===== config.mk =====
export PLATFORM = sky130hd
export DESIGN_NAME = rx_pkt_ack_ctrl
export DESIGN_NICKNAME = d
export VERILOG_FILES = /design/src/rtl/rxack_pkg.sv /design/src/rtl/rxack_len_track.sv /design/src/rtl/rxack_err_sel.sv /design/src/rtl/rxack_ctrl.sv /design/src/rtl/rx_pkt_ack_ctrl.sv
export SDC_FILE = /design/constraint.sdc
export NUM_CORES = 1
export LEC_CHECK = 0
export BUFFER_PORTS_ARGS = -buffer_cell sky130_fd_sc_hd__buf_2
export CAP_MARGIN = 20
export CORE_ASPECT_RATIO = 1.5
export CORE_MARGIN = 5
export CORE_UTILIZATION = 59
export DETAILED_ROUTE_END_ITERATION = 12
export PLACE_DENSITY = 0.92
export SETUP_SLACK_MARGIN = 0.05
export SLEW_MARGIN = 5
export SYNTH_ARGS = -nofsm -noshare
export SYNTH_HDL_FRONTEND = slang
export SYNTH_SLANG_ARGS = --single-unit
export TNS_END_PERCENT = 100

===== constraint.sdc =====
create_clock -name clk -period 4.4 [get_ports clk]
set_input_delay 0 -clock clk [delete_from_list [all_inputs] [get_ports clk]]
set_output_delay 0 -clock clk [all_outputs]
set_load 0.005 [all_outputs]

===== src/rtl/rxack_pkg.sv =====
package rxack_pkg;
  typedef enum logic [1:0] {
    ACK_ACCEPT   = 2'd0,
    ACK_REJECT   = 2'd1,
    ACK_LINKRESP = 2'd2
  } ack_kind_e;

  typedef enum logic {
    ST_RUN  = 1'b0,
    ST_STOP = 1'b1
  } rx_state_e;

  localparam logic [1:0] CAUSE_NONE = 2'd0;
  localparam logic [1:0] CAUSE_ID   = 2'd1;
  localparam logic [1:0] CAUSE_CRC  = 2'd2;
  localparam logic [1:0] CAUSE_OVR  = 2'd3;
endpackage


===== src/rtl/rxack_len_track.sv =====
module rxack_len_track #(
  parameter int MAX_BYTES  = 256,
  parameter int BEAT_BYTES = 8,
  localparam int BEAT_W = $clog2(BEAT_BYTES + 1),
  localparam int CNT_W  = $clog2(MAX_BYTES + BEAT_BYTES + 2)
) (
  input  logic              clk,
  input  logic              rst,
  input  logic              sof,
  input  logic              act,
  input  logic              bytes_vld,
  input  logic [BEAT_W-1:0] bytes,
  output logic              overrun
);
  logic [CNT_W-1:0] cnt_q, base, sum;

  always_comb begin
    base    = sof ? '0 : cnt_q;
    sum     = base + (bytes_vld ? CNT_W'(bytes) : '0);
    overrun = act & (sum > CNT_W'(MAX_BYTES));
  end

  // count saturates one above the limit once exceeded
  always_ff @(posedge clk) begin
    if (rst)      cnt_q <= '0;
    else if (act) cnt_q <= overrun ? CNT_W'(MAX_BYTES + 1) : sum;
  end

  assert_cnt_bounded_R5: assert property (@(posedge clk) disable iff (rst)
    cnt_q <= CNT_W'(MAX_BYTES + 1));
endmodule


===== src/rtl/rxack_err_sel.sv =====
module rxack_err_sel #(
  parameter int ID_W = 5
) (
  input  logic            chk,
  input  logic            sof,
  input  logic            eof,
  input  logic [ID_W-1:0] pkt_id,
  input  logic [ID_W-1:0] exp_id,
  input  logic            crc_bad,
  input  logic            overrun,
  output logic            err,
  output logic [1:0]      cause
);
  import rxack_pkg::*;

  // lowest cause code has priority
  always_comb begin
    if (sof && (pkt_id != exp_id)) cause = CAUSE_ID;
    else if (eof && crc_bad)       cause = CAUSE_CRC;
    else if (overrun)              cause = CAUSE_OVR;
    else                           cause = CAUSE_NONE;
    err = chk & (cause != CAUSE_NONE);
  end
endmodule


===== src/rtl/rxack_ctrl.sv =====
module rxack_ctrl #(
  parameter int ID_W = 5
) (
  input  logic            clk,
  input  logic            rst,
  input  logic            sof,
  input  logic            eof,
  input  logic            restart,
  input  logic            err,
  input  logic [1:0]      cause,
  output logic            act_o,
  output logic            chk_o,
  output logic [ID_W-1:0] exp_id_o,
  output logic            ack_req_o,
  output logic [1:0]      ack_type_o,
  output logic [ID_W-1:0] ack_id_o,
  output logic [1:0]      ack_cause_o,
  output logic            discard_o,
  output logic            stopped_o
);
  import rxack_pkg::*;

  rx_state_e       st_q;
  logic            in_q, ign_q, dead_q;
  logic            ign, dead;
  logic [ID_W-1:0] exp_q;

  // ign: packet began while stopped; dead: packet already rejected
  always_comb begin
    act_o    = sof | in_q;
    ign      = sof ? (st_q == ST_STOP) : ign_q;
    dead     = sof ? 1'b0 : dead_q;
    chk_o    = act_o & ~ign & ~dead;
    exp_id_o = exp_q;
  end

  always_ff @(posedge clk) begin
    if (rst) begin
      st_q        <= ST_RUN;
      in_q        <= 1'b0;
      ign_q       <= 1'b0;
      dead_q      <= 1'b0;
      exp_q       <= '0;
      ack_req_o   <= 1'b0;
      ack_type_o  <= ACK_ACCEPT;
      ack_id_o    <= '0;
      ack_cause_o <= CAUSE_NONE;
      discard_o   <= 1'b0;
    end else begin
      ack_req_o   <= 1'b0;
      ack_type_o  <= ACK_ACCEPT;
      ack_id_o    <= exp_q;
      ack_cause_o <= CAUSE_NONE;
      discard_o   <= 1'b0;
      in_q        <= act_o & ~eof;
      if (act_o) begin
        ign_q  <= ign;
        dead_q <= dead | (chk_o & err);
      end
      if ((st_q == ST_STOP) && restart) begin
        st_q       <= ST_RUN;
        ack_req_o  <= 1'b1;
        ack_type_o <= ACK_LINKRESP;
      end
      if (chk_o && err) begin
        st_q        <= ST_STOP;
        ack_req_o   <= 1'b1;
        ack_type_o  <= ACK_REJECT;
        ack_cause_o <= cause;
        discard_o   <= 1'b1;
      end else if (chk_o && eof) begin
        ack_req_o  <= 1'b1;
        ack_type_o <= ACK_ACCEPT;
        exp_q      <= exp_q + 1'b1;
      end
      if (act_o && ign && eof) discard_o <= 1'b1;
    end
  end

  assign stopped_o = (st_q == ST_STOP);

  assert_reject_stops_R3: assert property (@(posedge clk) disable iff (rst)
    (ack_req_o && ack_type_o == ACK_REJECT) |-> stopped_o && discard_o);
  assert_stop_entry_once_R7: assert property (@(posedge clk) disable iff (rst)
    $rose(stopped_o) |-> ack_req_o && ack_type_o == ACK_REJECT);
  assert_restart_linkresp_R9: assert property (@(posedge clk) disable iff (rst)
    $fell(stopped_o) |-> ack_req_o && ack_type_o == ACK_LINKRESP);
  assert_no_accept_stopped_R8: assert property (@(posedge clk) disable iff (rst)
    (ack_req_o && ack_type_o == ACK_ACCEPT) |-> !stopped_o);
  assert_id_advance_R2: assert property (@(posedge clk) disable iff (rst)
    (ack_req_o && ack_type_o == ACK_ACCEPT) |-> exp_q == ack_id_o + 1'b1);
endmodule


===== src/rtl/rx_pkt_ack_ctrl.sv =====
module rx_pkt_ack_ctrl #(
  parameter int ID_W       = 5,
  parameter int MAX_BYTES  = 256,
  parameter int BEAT_BYTES = 8,
  localparam int BEAT_W = $clog2(BEAT_BYTES + 1)
) (
  input  logic              clk,
  input  logic              rst,
  input  logic              pkt_sof,
  input  logic              pkt_eof,
  input  logic [ID_W-1:0]   pkt_ackid,
  input  logic              pkt_bytes_vld,
  input  logic [BEAT_W-1:0] pkt_bytes,
  input  logic              pkt_crc_bad,
  input  logic              restart_strb,
  output logic              ack_req,
  output logic [1:0]        ack_type,
  output logic [ID_W-1:0]   ack_id,
  output logic [1:0]        ack_cause,
  output logic              discard,
  output logic              stopped
);
  logic            act, chk, overrun, err;
  logic [1:0]      cause;
  logic [ID_W-1:0] exp_id;

  rxack_len_track #(.MAX_BYTES(MAX_BYTES), .BEAT_BYTES(BEAT_BYTES)) u_len (
    .clk(clk), .rst(rst), .sof(pkt_sof), .act(act),
    .bytes_vld(pkt_bytes_vld), .bytes(pkt_bytes), .overrun(overrun)
  );

  rxack_err_sel #(.ID_W(ID_W)) u_err (
    .chk(chk), .sof(pkt_sof), .eof(pkt_eof), .pkt_id(pkt_ackid),
    .exp_id(exp_id), .crc_bad(pkt_crc_bad), .overrun(overrun),
    .err(err), .cause(cause)
  );

  rxack_ctrl #(.ID_W(ID_W)) u_ctrl (
    .clk(clk), .rst(rst), .sof(pkt_sof), .eof(pkt_eof),
    .restart(restart_strb), .err(err), .cause(cause),
    .act_o(act), .chk_o(chk), .exp_id_o(exp_id),
    .ack_req_o(ack_req), .ack_type_o(ack_type), .ack_id_o(ack_id),
    .ack_cause_o(ack_cause), .discard_o(discard), .stopped_o(stopped)
  );
endmodule


# Yosys cells after proc, flatten, opt, wreduce, memory -nomap -nowiden
# Cells that the tools add are included.
# W data, S select, Z words.
dict set report word_totals {
  ff_bits 29
  word_cells 58
  input_bits 16
  out_inout_bits 12
}
dict set report classes {
  n_mux 18
  n_lt_le_gt_ge 1
  addsub 2
  eq_ne 1
  bitwise 12
  reduce_logical 12
}
# op count
set op_table {}
lappend op_table {{$mux W9} 2}
lappend op_table {{$mux W1} 11}
lappend op_table {{$add A9 B9 Y9} 1}
lappend op_table {{$gt A9 B9 Y1 const B} 1}
lappend op_table {{$mux W2} 4}
lappend op_table {{$logic_and A1 B1 Y1} 7}
lappend op_table {{$and A1 B1 Y1} 6}
lappend op_table {{$add A5 B1 Y5 const B} 1}
lappend op_table {{$ne A5 B5 Y1} 1}
lappend op_table {{$mux W4} 1}
lappend op_table {{$not A1 Y1} 4}
lappend op_table {{$reduce_bool A2 Y1} 2}
lappend op_table {{$reduce_or A3 Y1} 1}
lappend op_table {{$or A1 B1 Y1} 2}
lappend op_table {{$reduce_and A2 Y1} 1}
lappend op_table {{$reduce_or A2 Y1} 1}

# Longest topological paths before layout
dict set report logic_depth {
  word_depth 12
  depth_mapped 12
  depth_no_buf 10
}

# By module
# A second synthesis with hierarchy kept.
dict set report unflattened {
  hier_cells 184
  area_unflattened_um2 1662.8
}
# mod cells_each n_inst area_per_inst_um2 seq_area_each_um2
set by_module_without_submodules {}
lappend by_module_without_submodules {rxack_len_track 94 1 784.5 180.2}
lappend by_module_without_submodules {rxack_ctrl 73 1 755.7 400.4}
lappend by_module_without_submodules {rxack_err_sel 17 1 122.6 0.0}

# Least setup slack after synthesis
# Ideal clock, no wire load.
dict set report synth_timing {
  path_kind {reg-to-reg}
  start {register u_len.cnt_q[0]}
  end {register u_ctrl.exp_q[2] (netlist: u_ctrl.exp_id_o[2])}
  synth_period_minus_slack_ps 2755
  path_buffers 1
  t_arrival_ps 2632
  required_time_ps 4277
  setup_time_ps 123
  stages_incl_launch_ff 12
  slack_ps 1645
  cell_sequence {dfxtp_1 > nor2b_1 > ha_1 > fa_1 > a211oi_2 > nor4_1 > o21a_1 > nor4_4 > a31o_1 > buf_2 > nand4_1 > mux2_1}
}
dict set report synth_between {
  elab_chain_cells 12
}
# item line
set synth_rtl {}
lappend synth_rtl {{start: declaration} rxack_len_track.sv:15} ;# logic [CNT_W-1:0] cnt_q, base, sum;
lappend synth_rtl {{start signal: assignment} rxack_len_track.sv:26} ;# else if (act) cnt_q <= overrun ? CNT_W'(MAX_BYTES + 1) : sum;
lappend synth_rtl {{$mux W9} rxack_len_track.sv:18} ;# base = sof ? '0 : cnt_q;
lappend synth_rtl {{$add A9 B9 Y9} rxack_len_track.sv:19} ;# sum = base + (bytes_vld ? CNT_W'(bytes) : '0);
lappend synth_rtl {{$gt A9 B9 Y1} rxack_len_track.sv:20} ;# overrun = act & (sum > CNT_W'(MAX_BYTES));
lappend synth_rtl {{$and A1 B1 Y1} rxack_len_track.sv:20}
lappend synth_rtl {{$mux W2} rxack_err_sel.sv:20} ;# else if (overrun) cause = CAUSE_OVR;
lappend synth_rtl {{$mux W2} rxack_err_sel.sv:19} ;# else if (eof && crc_bad) cause = CAUSE_CRC;
lappend synth_rtl {{$mux W2} rxack_err_sel.sv:18} ;# if (sof && (pkt_id != exp_id)) cause = CAUSE_ID;
lappend synth_rtl {{$reduce_bool A2 Y1} rxack_err_sel.sv:22} ;# err = chk & (cause != CAUSE_NONE);
lappend synth_rtl {{$and A1 B1 Y1} rxack_err_sel.sv:22}
lappend synth_rtl {{$logic_and A1 B1 Y1} rxack_ctrl.sv:65} ;# if (chk_o && err) begin
lappend synth_rtl {{$not A1 Y1 (no line)} --}
lappend synth_rtl {{$reduce_and A2 Y1 (no line)} --}
lappend synth_rtl {{end signal: assignment} rxack_ctrl.sv:74} ;# exp_q <= exp_q + 1'b1;
lappend synth_rtl {{end: declaration} rxack_ctrl.sv:26} ;# logic [ID_W-1:0] exp_q;
# Every way passes these cells.
# A chain may end at the register's enable or synchronous reset.

# Worst setup path in the final report
# Same ends and word-level chain as after synthesis.

==> results.yml <==
status:
  outcome: "finished, final reports clean"
clock_network:
  cts_root_buffer: "clkbuf_4"
  post_cts_resized: 0
  clockBufferDepth: 2
  cts_tree: "built"
  cts.clk_slew.worst_paths_ps: 90
  cts_buffers: 5
  cts.sinks: 29
  htree_levels: 2
  insertion_delay_ps: 340
  post_cts_buffers: 0
power:
  combPwrFrac_pct: 11.7
  intPower_uw: 433.9
  seq_power_share_pct: 48.3
  ir_drop_mv: 0.3229
  power.density_mw_per_mm2: 320.3
  sw_frac_of_total_pct: 23.88
  p_leak_nw: 0.7738
  p_clk_share_pct: 40.0
  p_sw_uw: 136.1
synthesis:
  synth_compound_area_share_pct: 16.22
  ys.flop_type: "dfxtp_1"
  yosys-mux-area-fraction_pct: 4.380
  synth.net_count: 198
  ys_seq_area_share_pct: 37.63
  synth-async-reset-ratio_pct: 0
  yosys.area_share.simple_pct: 26.76
  synth-xor-area-share_pct: 5.109
  ys_warn_count: 0
  synth_edf_count: 0
  synth_cells: 176
  ys_ff_latch: 29
  synth_adder_area_share_pct: 5.353
  synth_top_family_by_area: "simple AND/OR/NAND/NOR gates"
  netlist_area_sq_mm: 0.001543
  avgSynthCellArea_sq_um: 8.766
  yosysUniqueCellTypes: 49
detailed_routing:
  routed_wl_um: 3590
  drtIter0Drc: 72
  via_per_inst: 6.152
  drc: 0
  vias: 1421
  wl_per_cell_um: 15.54
  drtPass1Iterations: 4
  ant_nets: 0
sta:
  worstMarginPinSlew_ps: 915.4
  rsz0062_at_grt: "false"
  tns_ps: 0
  max_freq_ghz: 0.3293
  setup_ws_ps: 1363
  finalHoldViolations: 0
  finClkSkew_ps: 9.072
  max_slew_margin_pct: 38.17
  setup_viol: 0
  period_needed_ps: 3037
  fin_crit_sh_pct: 69.02
  finalMaxSlewViolations: 0
global_routing:
  antenna_found_initial: 0
  grt_pass1_wl_um: 6030
  grt_max_degree: 29
  grt_pass1_vias: 1411
  grt_use_total_pct: 21.69
  gr-total-overflow: 0
worst_setup_path:
  critPathTopFamily: "compound AO/OA/AOI/OAI gates"
  crit_cells: 10
  arrival_ps: 3270
  max_stage_delay_ps: 430
  worst_setup_path_end_kind: "register"
  critPathBufInv: 0
  crit_required_ps: 4630
  cp_max_fo: 9
  slowest_stage: "fa_1"
  critical_path_class: "reg2reg"
  worstSetupStartpointType: "register"
  crit_path_cell_trace: "nor2b_1 > ha_1 > fa_1 > a211oi_2 > nor4_1 > o21a_1 > nor4_4 > a31o_1 > nand4_1 > mux2_1"
  reg2reg_depth: 10
placed_design:
  preCtsSetupSlack_ps: 1384
  dp_cells: 220
  portBuffers: 27
  placed_area_sq_mm: 0.001664
  place_hpwl_um: 2634
  gp_congestion: 0.8525
floorplan:
  die_area_sq_mm: 0.003758
  die_h_um: 72.63
  start_util_pct: 62.27
  fp.coreArea_sq_mm: 0.002477
  ios: 28
  rows: 22
  die_width_um: 51.75
final_layout:
  final_layout_size_suffix_gt1_share_pct: 20.77
  layout_commonest_cell: "dfxtp_1"
  fin_area_sq_mm: 0.001779
  finalNonFillerCells: 231
  final_nets: 228
  antennaDiodeCount: 0
  area_growth_pct: 15.33
  fillers: 195
  layout_common_cells: "dfxtp_1, buf_2, nand2_1, a21oi_1"
  final_util_pct: 71.82
worst_hold_path:
  min_path_cells: 2
  worst_hold_path_type: "in2reg"
job:
  maxCapViolations: 0
layout make-up:
class	instances	area [sq um]	share of cell area (%)
clock buffer	7	55.05	3.094
clock inverter	1	30.03	1.688
inverter	7	26.28	1.477
multi-input combinational	133	892.1	50.14
sequential	29	580.6	32.63
tap	24	30.03	1.688
timing repair buffer	30	165.2	9.283
worst reg2reg max path: cells and delay by family, from the launching register on:
family | cells | cell delay (ps)
and+or+nand+nor | 4 | 690
adders and majority gates | 2 | 670
DFF | 1 | 310
AOI/OAI and AO/OA | 3 | 910
muxes | 1 | 360
state kept, by name, indices dropped and copies added, names as in the netlist:
name,count
u_ctrl.ack_cause_o,2
u_ctrl.ack_type_o,2
u_ctrl.in_q,1
u_ctrl.ign_q,1
u_ctrl.dead_q,1
u_ctrl.stopped_o,1
u_ctrl.exp_id_o,5
u_ctrl.ack_id_o,5
u_len.cnt_q,9
u_ctrl.ack_req_o,1
u_ctrl.discard_o,1
logic make-up after synthesis:
logic type      after synthesis
mux                           5
fa+ha+maj                     6
xor+xnor                      9
simple gates                 76
flops                        29
compound gates               37
buf+inv                      14
power groups by stage:
stage | Combinational, mW | Sequential, mW | Clock, mW
after CTS | 0.0656 | 0.275 | 0.235
after floorplan | 0.0438 | 0.281 | 0
after global routing | 0.0742 | 0.276 | 0.247
after global placement | 0.0601 | 0.281 | 0
final | 0.0668 | 0.275 | 0.228
after detailed placement | 0.0633 | 0.281 | 0
routing by layer:
layer | GRT usage [%] | routed length, um | vias up
li1 | - | - | 681
met1 | 21.94 | 1292 | 645
met2 | 36.69 | 1828 | 67
met3 | 5.930 | 244 | 28
met4 | 16.91 | 225 | 0
met5 | 0 | 0 | -
synth_stat cells, types with 3 or more instances:
cell type  instances  area (sq um)
dfxtp_1           29         580.6
nand2_1           20         75.07
a21oi_1           14         70.07
nor2_1            10         37.54
nor2b_1           10         62.56
nand3_1            8         40.04
xor2_1             7         61.31
inv_1              6         22.52
and2_1             5         31.28
ha_1               5         62.56
nor3_1             5         25.02
mux2_1             4         45.04
nand4_1            4         25.02
o21ai_0            3         15.01
o21ai_1            3         15.01
o31ai_1            3         22.52
worst paths after layout:
path / startpoint / end / slack (ps)
max: u_len.cnt_q[0]$_SDFFE_PP0N_ / u_ctrl.exp_id_o[2]$_SDFFE_PP0P_ / 1360
min: rst / u_ctrl.ack_id_o[0]$_SDFF_PP0_ / 110
max reg2reg: u_len.cnt_q[0]$_SDFFE_PP0N_ / u_ctrl.exp_id_o[2]$_SDFFE_PP0P_ / 1360
min reg2reg: u_len.cnt_q[1]$_SDFFE_PP0N_ / u_len.cnt_q[1]$_SDFFE_PP0N_ / 450
through the flow:
stage | power (mW) | hold WS (ps)
floorplan | 0.3245 | 79.31
global placement | 0.3407 | 199.9
detailed placement | 0.3443 | 213.7
CTS | 0.5754 | 97.58
global route | 0.5972 | 130.3
finish | 0.5700 | 108.1
what timing repair did:
item | in CTS | in global routing
setup endpoints to repair | 0 | 0
hold endpoints to repair | 5 | 0
hold buffers | 3 | 0
Note: power is estimated with default switching activity, not from simulation.
